### src/rtl/sw_pkg.sv
package sw_pkg;
  typedef logic [3:0] bcd_digit_t;
  localparam bcd_digit_t BCD_ZERO = 4'd0;
  localparam bcd_digit_t BCD_NINE = 4'd9;
endpackage

### src/rtl/sw_tick_gen.sv
module sw_tick_gen #(
  parameter int DIV = 500_000
) (
  input  logic clk,
  input  logic rst,
  input  logic run,
  output logic tick
);
  localparam int CW = (DIV > 1) ? $clog2(DIV) : 1;
  localparam logic [CW-1:0] LAST = CW'(DIV - 1);

  logic [CW-1:0] phase;

  always_ff @(posedge clk) begin
    if (rst) begin
      phase <= '0;
    end else if (run) begin
      phase <= (phase == LAST) ? '0 : phase + 1'b1;
    end
  end

  assign tick = run && (phase == LAST);
endmodule

### src/rtl/sw_bcd_stage.sv
module sw_bcd_stage
  import sw_pkg::*;
(
  input  bcd_digit_t d_in,
  input  logic       en,
  output bcd_digit_t d_out,
  output logic       carry
);
  always_comb begin
    d_out = d_in;
    carry = 1'b0;
    if (en) begin
      if (d_in == BCD_NINE) begin
        d_out = BCD_ZERO;
        carry = 1'b1;
      end else begin
        d_out = d_in + 4'd1;
      end
    end
  end
endmodule

### src/rtl/sw_bcd_chain.sv
module sw_bcd_chain
  import sw_pkg::*;
#(
  parameter int NDIG = 5,
  localparam int VW = 4 * NDIG
) (
  input  logic          clk,
  input  logic          rst,
  input  logic          adv,
  output logic [VW-1:0] value
);
  logic [VW-1:0] nxt;
  logic [NDIG:0] en_chain;
  logic          top_carry_unused;

  assign en_chain[0] = adv;

  for (genvar i = 0; i < NDIG; i++) begin : g_stage
    sw_bcd_stage u_stage (
      .d_in  (value[4*i +: 4]),
      .en    (en_chain[i]),
      .d_out (nxt[4*i +: 4]),
      .carry (en_chain[i+1])
    );
  end

  assign top_carry_unused = en_chain[NDIG];

  always_ff @(posedge clk) begin
    if (rst) begin
      value <= '0;
    end else if (adv) begin
      value <= nxt;
    end
  end
endmodule

### src/rtl/bcd_stopwatch.sv
module bcd_stopwatch #(
  parameter int CLK_HZ      = 50_000_000,
  parameter int TICK_HZ     = 100,
  parameter int SEC_DIGITS  = 3,
  parameter int FRAC_DIGITS = 2,
  localparam int NDIG = SEC_DIGITS + FRAC_DIGITS,
  localparam int VW   = 4 * NDIG
) (
  input  logic          clk,
  input  logic          rst,
  input  logic          run,
  output logic [VW-1:0] value
);
  localparam int RAW_DIV = CLK_HZ / TICK_HZ;
  localparam int DIV     = (RAW_DIV < 1) ? 1 : RAW_DIV;

  logic tick;

  sw_tick_gen #(.DIV(DIV)) u_tick (
    .clk  (clk),
    .rst  (rst),
    .run  (run),
    .tick (tick)
  );

  sw_bcd_chain #(.NDIG(NDIG)) u_chain (
    .clk   (clk),
    .rst   (rst),
    .adv   (tick),
    .value (value)
  );
endmodule

### config.mk
export PLATFORM = sky130hd
export DESIGN_NAME = bcd_stopwatch
export DESIGN_NICKNAME = d
export VERILOG_FILES = /design/src/rtl/sw_pkg.sv /design/src/rtl/sw_tick_gen.sv /design/src/rtl/sw_bcd_stage.sv /design/src/rtl/sw_bcd_chain.sv /design/src/rtl/bcd_stopwatch.sv
export SDC_FILE = /design/constraint.sdc
export NUM_CORES = 1
export LEC_CHECK = 0
export BUFFER_PORTS_ARGS = -buffer_cell sky130_fd_sc_hd__buf_2
export CAP_MARGIN = 20
export CELL_PAD_IN_SITES_DETAIL_PLACEMENT = 0
export CELL_PAD_IN_SITES_GLOBAL_PLACEMENT = 1
export CORE_ASPECT_RATIO = 1.5
export CORE_MARGIN = 2
export CORE_UTILIZATION = 39
export CTS_BUF_LIST = sky130_fd_sc_hd__clkbuf_16
export CTS_CLUSTER_SIZE = 10
export DETAILED_ROUTE_END_ITERATION = 10
export PLACE_DENSITY = 0.75
export SYNTH_ARGS = -nofsm -noshare
export SYNTH_HDL_FRONTEND = slang
export SYNTH_SLANG_ARGS = --single-unit
### constraint.sdc
create_clock -name clk -period 1.85 [get_ports clk]
set_input_delay 0.37 -clock clk [delete_from_list [all_inputs] [get_ports clk]]
set_output_delay 0.37 -clock clk [all_outputs]
set_load 0.02 [all_outputs]
==> results of run 1 <==
## power by group through the flow
| stage | clock [mW] | combinational (mW) | sequential [mW] |
|---|---|---|---|
| 2_1_floorplan | 0 | 0.0290 | 0.867 |
| 3_3_place_gp | 0 | 0.0506 | 0.865 |
| 3_5_place_dp | 0 | 0.0514 | 0.866 |
| 4_1_cts | 0.984 | 0.0521 | 0.847 |
| 5_1_grt | 1.01 | 0.0584 | 0.848 |
| 6_report | 0.959 | 0.0512 | 0.848 |
## repair_timing
action / CTS / global route
hold buffers: 0 / 0
pin swaps: 0 / 7
endpoints found under the setup margin: 4 / 27
gates resized for setup: 2 / 10
## synth_stat cells, types with 2 or more instances
cell and n:
mux2i_1 7, xnor2_1 15, nor3b_1 2, nand4b_1 2, and2b_2 2, a21bo_2 3, nor4_4 2, nand3b_1 4
nor4_1 5, o21ai_0 3, nor2b_1 3, a31oi_1 3, nand2_1 16, nor2_1 40, buf_2 3, a21oi_1 6
dfxtp_1 39, and4_1 3, nor3_1 9, xor2_1 7, nand4_1 7, nand3_1 14, inv_1 11
## final timing paths
kind,from,to,slack [ns],depth (start not counted)
worst max-delay path,u_tick.phase[0]$_SDFFE_PP0P_,u_tick.phase[1]$_SDFFE_PP0P_,0.14,8
worst min register to register,u_tick.phase[18]$_SDFFE_PP0P_,u_tick.phase[18]$_SDFFE_PP0P_,0.52,2
worst min-delay path,rst,u_chain.value[13]$_SDFFE_PP0P_,0.42,2
worst max register to register,u_tick.phase[0]$_SDFFE_PP0P_,u_tick.phase[1]$_SDFFE_PP0P_,0.14,8
## metal layers
metal / part of all wire (%) / wire [µm] / up-vias
met3: 2.3 / 100 / 5
met2: 54 / 2309 / 20
met5: 0 / 0 / -
met4: 1.8 / 76 / 0
met1: 42 / 1770 / 831
li1: - / - / 919
## layout make-up
class                           instances  area [µm²]
Clock buffer                            5       125.1
Fill cell                             504        2435
Inverter                               11       41.29
Timing Repair Buffer                   56       377.9
Multi-Input combinational cell        175        1197
Sequential cell                        39       784.5
Clock inverter                          3       38.79
Tap cell                               68       85.08
## worst register-to-register path, stage by stage, from the launching register on
cell	delay, ns
dfxtp_2	0.33
ha_2	0.17
and4_4	0.24
nand4_4	0.16
buf_4	0.21
nor2_1	0.13
or2_2	0.16
buf_12	0.15
nor2_1	0.06
## registers in the layout, summed over array words and instances (netlist names)
register       flops
u_chain.value     20
u_tick.phase      19
## cell families (layout without fill, tap and decap cells)
logic type	count (synthesis)	after routing
XOR/XNOR	22	22
buffers and inverters	18	75
flip-flops	39	39
AO/OA/AOI/OAI	19	19
multiplexers	8	8
adder cells (fa/ha/maj)	1	1
AND/OR/NAND/NOR	125	125
==> flow_summary.toml, run 1 <==
[yosys]
async_flop_share_pct = 0
yosys.area_share.xor_xnor_pct = 9.536
synth.net_count = 236
yosysTopAreaCell = "dfxtp_1"
synth_edf_count = 0
seq_area_frac_synth_pct = 38.64
synth_top_flop_cell = "dfxtp_1"
synth_top_family_by_area = "simple AND/OR/NAND/NOR gates"
netlist_area_mm2 = 0.002021
synth_area_leaders = "dfxtp_1 (39%), nor2_1 (7.4%), xnor2_1 (6.5%), mux2i_1 (3.5%), nand3_1 (3.5%)"
yosys_warnings = 0
synthAdderAreaFrac_pct = 0.6192
avgSynthCellArea_um2 = 8.710
postSynthCellCount = 232
synth-seq-cells = 39
synth_mux_area_share_pct = 4.025
synth_compound_area_share_pct = 6.811
synth_simple_gate_area_share_pct = 36.10
synth.top_cell.area_share_pct = 38.64
yosysUniqueCellTypes = 49

[setup_path]
cp-start-kind = "flip-flop"
crit_chain = "ha_2 > and4_4 > nand4_4 > buf_4 > nor2_1 > or2_2 > buf_12 > nor2_1"
critPathCaptureType = "flip-flop"
crit_buf_inv = 2
slowest_delay_ns = 0.33
crit_top_cell = "nor2_1"
critPathSlowestCell = "dfxtp_2"
path_max_fanout = 18
worstPathArrival_ns = 1.88
crit_family = "simple AND/OR/NAND/NOR gates"
worstPathRequired_ns = 2.02
path_class = "flip-flop to flip-flop"

[sta]
hold_viol = 0
finalSetupViolCount = 0
fin_skew_ns = 0.005399
hold_ws_ns = 0.4151
fin_ws_ns = 0.1409
grt_setup_unrepaired = "no"
finalCritPeriodShare_pct = 92.39
slew_headroom_pct = 75.51
slew_violations = 0
layout_min_cycle_time_ns = 1.709
fin_setup_tns_ns = 0
worst_pin_slew_ns = 0.3645
max_freq_mhz = 585.1

[floorplanning]
dieWidth_um = 62.77
num_rows = 32
die_area_mm2 = 0.005785
die_h_um = 92.16
start_util_pct = 39.74
ios = 23
core_mm2 = 0.005085

[run_status]
status = "finished, final reports clean"

[final_layout]
final_cells = 357
nets = 292
drive_above_1_share_pct = 31.49
finish.utilization_pct = 52.12
final_cell_mix = "nor2_1 (40), dfxtp_1 (36), buf_4 (33)"
fin_area_mm2 = 0.002650
final_common_cell = "nor2_1"
antenna_cells = 0
area_growth_pct = 31.15

[cts]
clock_latency_ns = 0.28
tritoncts = "built"
ctsLongestPathBuffers = 2
clock-sinks = 39
post-cts-setup-buffer-count = 0
h-tree-depth = 2
cts-root-buf = "clkbuf_16"
clkTransAtPathRegs_ns = 0.06
cts_buffers = 5

[global_routing]
met3_usage_pct = 3.436
grt_max_degree = 19
grt_pass1_vias = 1710
busiest_layer = "met2"
grt.met1_usage_pct = 16.12
grtUsageMet2_pct = 30.82
grt_pass1_wl_um = 7320
gr-total-overflow = 0
antenna_found_initial = 0
track_usage_pct = 16.02

[power]
clkPwrFrac_pct = 51.6
intPower_mw = 1.497
leakagePower_nw = 1.052
power.total_mw = 1.859
ir_worst_vdd_uv = 569.1
p_seq_share_pct = 45.6
p_sw_share_pct = 19.48
power_density_mw_per_mm2 = 701.5
combPwrFrac_pct = 2.8
switchingPower_uw = 362.0

[routing]
drt-initial-drc-count = 87
first_pass_iters = 3
routed-via-count = 1775
routedWlPerCell_um = 11.92
ant_nets = 0
viasPerCell = 4.972
route.detailed.drc = 0
totalWireLength_um = 4257

[place]
place_area_mm2 = 0.002439
dp_hpwl_um = 3125
pre_cts_ws_ns = -0.02903
numPortBuffers = 22
dp_cells = 349
gp_congestion = 0.7157

[worst_hold_path]
worst_hold_path_type = "input pin to flip-flop"

[job]
maxCapViolCount = 0
No activity file was read; power rests on OpenSTA's default activity.
==> run 2, diff against run 1 <==
--- a/config.mk
+++ b/config.mk
@@ -16,6 +16,8 @@
 export CTS_CLUSTER_SIZE = 10
 export DETAILED_ROUTE_END_ITERATION = 10
 export PLACE_DENSITY = 0.75
+export RECOVER_POWER = 25
 export SYNTH_ARGS = -nofsm -noshare
 export SYNTH_HDL_FRONTEND = slang
 export SYNTH_SLANG_ARGS = --single-unit
+export TNS_END_PERCENT = 5
==> flow_summary.toml, run 2 (synthesis results as in run 1) <==
[setup_path]
worstPathArrival_ns = 1.95
cp-start-kind = "flip-flop"
critPathCaptureType = "flip-flop"
path_class = "flip-flop to flip-flop"
crit_buf_inv = 1
critPathSlowestCell = "dfxtp_1"
worstPathRequired_ns = 2.06
slowest_delay_ns = 0.34
crit_chain = "ha_1 > and4_4 > nand4_4 > nor4_4 > buf_4 > nand4b_1 > a41oi_2"
path_max_fanout = 7
crit_family = "simple AND/OR/NAND/NOR gates"

[place]
dp_hpwl_um = 3125
numPortBuffers = 22
gp_congestion = 0.7157
place_area_mm2 = 0.002439
dp_cells = 349

[sta]
grt_setup_unrepaired = "yes"
hold_viol = 0
finalCritPeriodShare_pct = 93.95
finalSetupViolCount = 0
max_freq_mhz = 575.3
layout_min_cycle_time_ns = 1.738
slew_headroom_pct = 75.51
worst_pin_slew_ns = 0.3645
slew_violations = 0
fin_skew_ns = 0.004656

[floorplanning]
core_mm2 = 0.005085
dieWidth_um = 62.77
die_area_mm2 = 0.005785
ios = 23
die_h_um = 92.16
start_util_pct = 39.74
num_rows = 32

[final_layout]
largestRegisters = "u_chain.value x20, u_tick.phase x19"
drive_above_1_share_pct = 27.34
area_growth_pct = 30.34
final_cells = 357
antenna_cells = 0
final_cell_mix = "nor2_1 (40), dfxtp_1 (39), buf_4 (33)"
regMostFlops = "u_chain.value"
finish.utilization_pct = 51.80
fin_area_mm2 = 0.002634
final_common_cell = "nor2_1"
nets = 292
largest_reg_flops = 20

[routing]
routedWlPerCell_um = 11.89
drt-initial-drc-count = 80
viasPerCell = 4.966
ant_nets = 0
routed-via-count = 1773
route.detailed.drc = 0
totalWireLength_um = 4245
first_pass_iters = 4

[worst_hold_path]
worst_hold_path_type = "input pin to flip-flop"

[cts]
cts_buffers = 5
clock_latency_ns = 0.28
clock-sinks = 39
clkTransAtPathRegs_ns = 0.06
tritoncts = "built"
ctsLongestPathBuffers = 2
cts_hold_buffers = 0
post-cts-setup-buffer-count = 0
h-tree-depth = 2
cts-root-buf = "clkbuf_16"

[global_routing]
grt_pass1_vias = 1710
grt_pass1_wl_um = 7320
gr-total-overflow = 0
track_usage_pct = 16.02
antenna_found_initial = 0
grt_max_degree = 19

[power]
power.total_mw = 1.856
ir_worst_vdd_uv = 572.4
power_density_mw_per_mm2 = 704.6
leakagePower_nw = 1.018

[job]
maxCapViolCount = 0

[run_status]
status = "finished, final reports clean"
## run 2: changes by cell type in the layout (fill, tap and decap cells not counted), sizes merged
cell	change
clkbuf	+8
buf	-8
## run 2: repair_timing
action,CTS,global route
gates resized for setup,2,6
setup endpoints to repair,4,27
pin swaps,0,5
## run 2: final timing paths
path         cells after the start  slack, ns                           from                             end
min reg2reg                      2       0.52  u_tick.phase[18]$_SDFFE_PP0P_   u_tick.phase[18]$_SDFFE_PP0P_
min                              2       0.42                            rst  u_chain.value[10]$_SDFFE_PP0P_
max                              7       0.11   u_tick.phase[0]$_SDFFE_PP0P_  u_chain.value[15]$_SDFFE_PP0P_
max reg2reg                      7       0.11   u_tick.phase[0]$_SDFFE_PP0P_  u_chain.value[15]$_SDFFE_PP0P_
## run 2: power breakdown
part           total, mW  internal (mW)  switching [mW]
combinational     0.0509         0.0225          0.0284
clock              0.957          0.628           0.329
sequential         0.847          0.845         0.00272
total               1.86           1.50           0.360
## run 2: routing by layer
layer  global-route usage, %  vias up  wire (µm)
met1                   16.12      826       1745
met2                   30.82       25       2313
met4                   7.222        0         76
li1                        -      917          -
met5                       0        -          0
met3                   3.436        5        108
## run 2: cell type report
type / count / area (µm²)
fillers: 514 / 2451
multi-input cells: 175 / 1195
flip-flops and latches: 39 / 780.7
repair buffers: 56 / 367.9
clock buffers: 5 / 125.1
well taps: 68 / 85.08
inverters: 11 / 41.29
clock inverters: 3 / 38.79
## run 2: through the flow
step | worst slack (ns) | hold WS [ns] | TNS (ns)
after floorplan | 0.001219 | 0.4773 | 0
after global placement | 0.01389 | 0.4985 | 0
after detailed placement | -0.02903 | 0.5055 | -0.03873
after CTS | 0.02116 | 0.4162 | 0
after global routing | -0.05459 | 0.4411 | -0.1153
final | 0.1119 | 0.4152 | 0
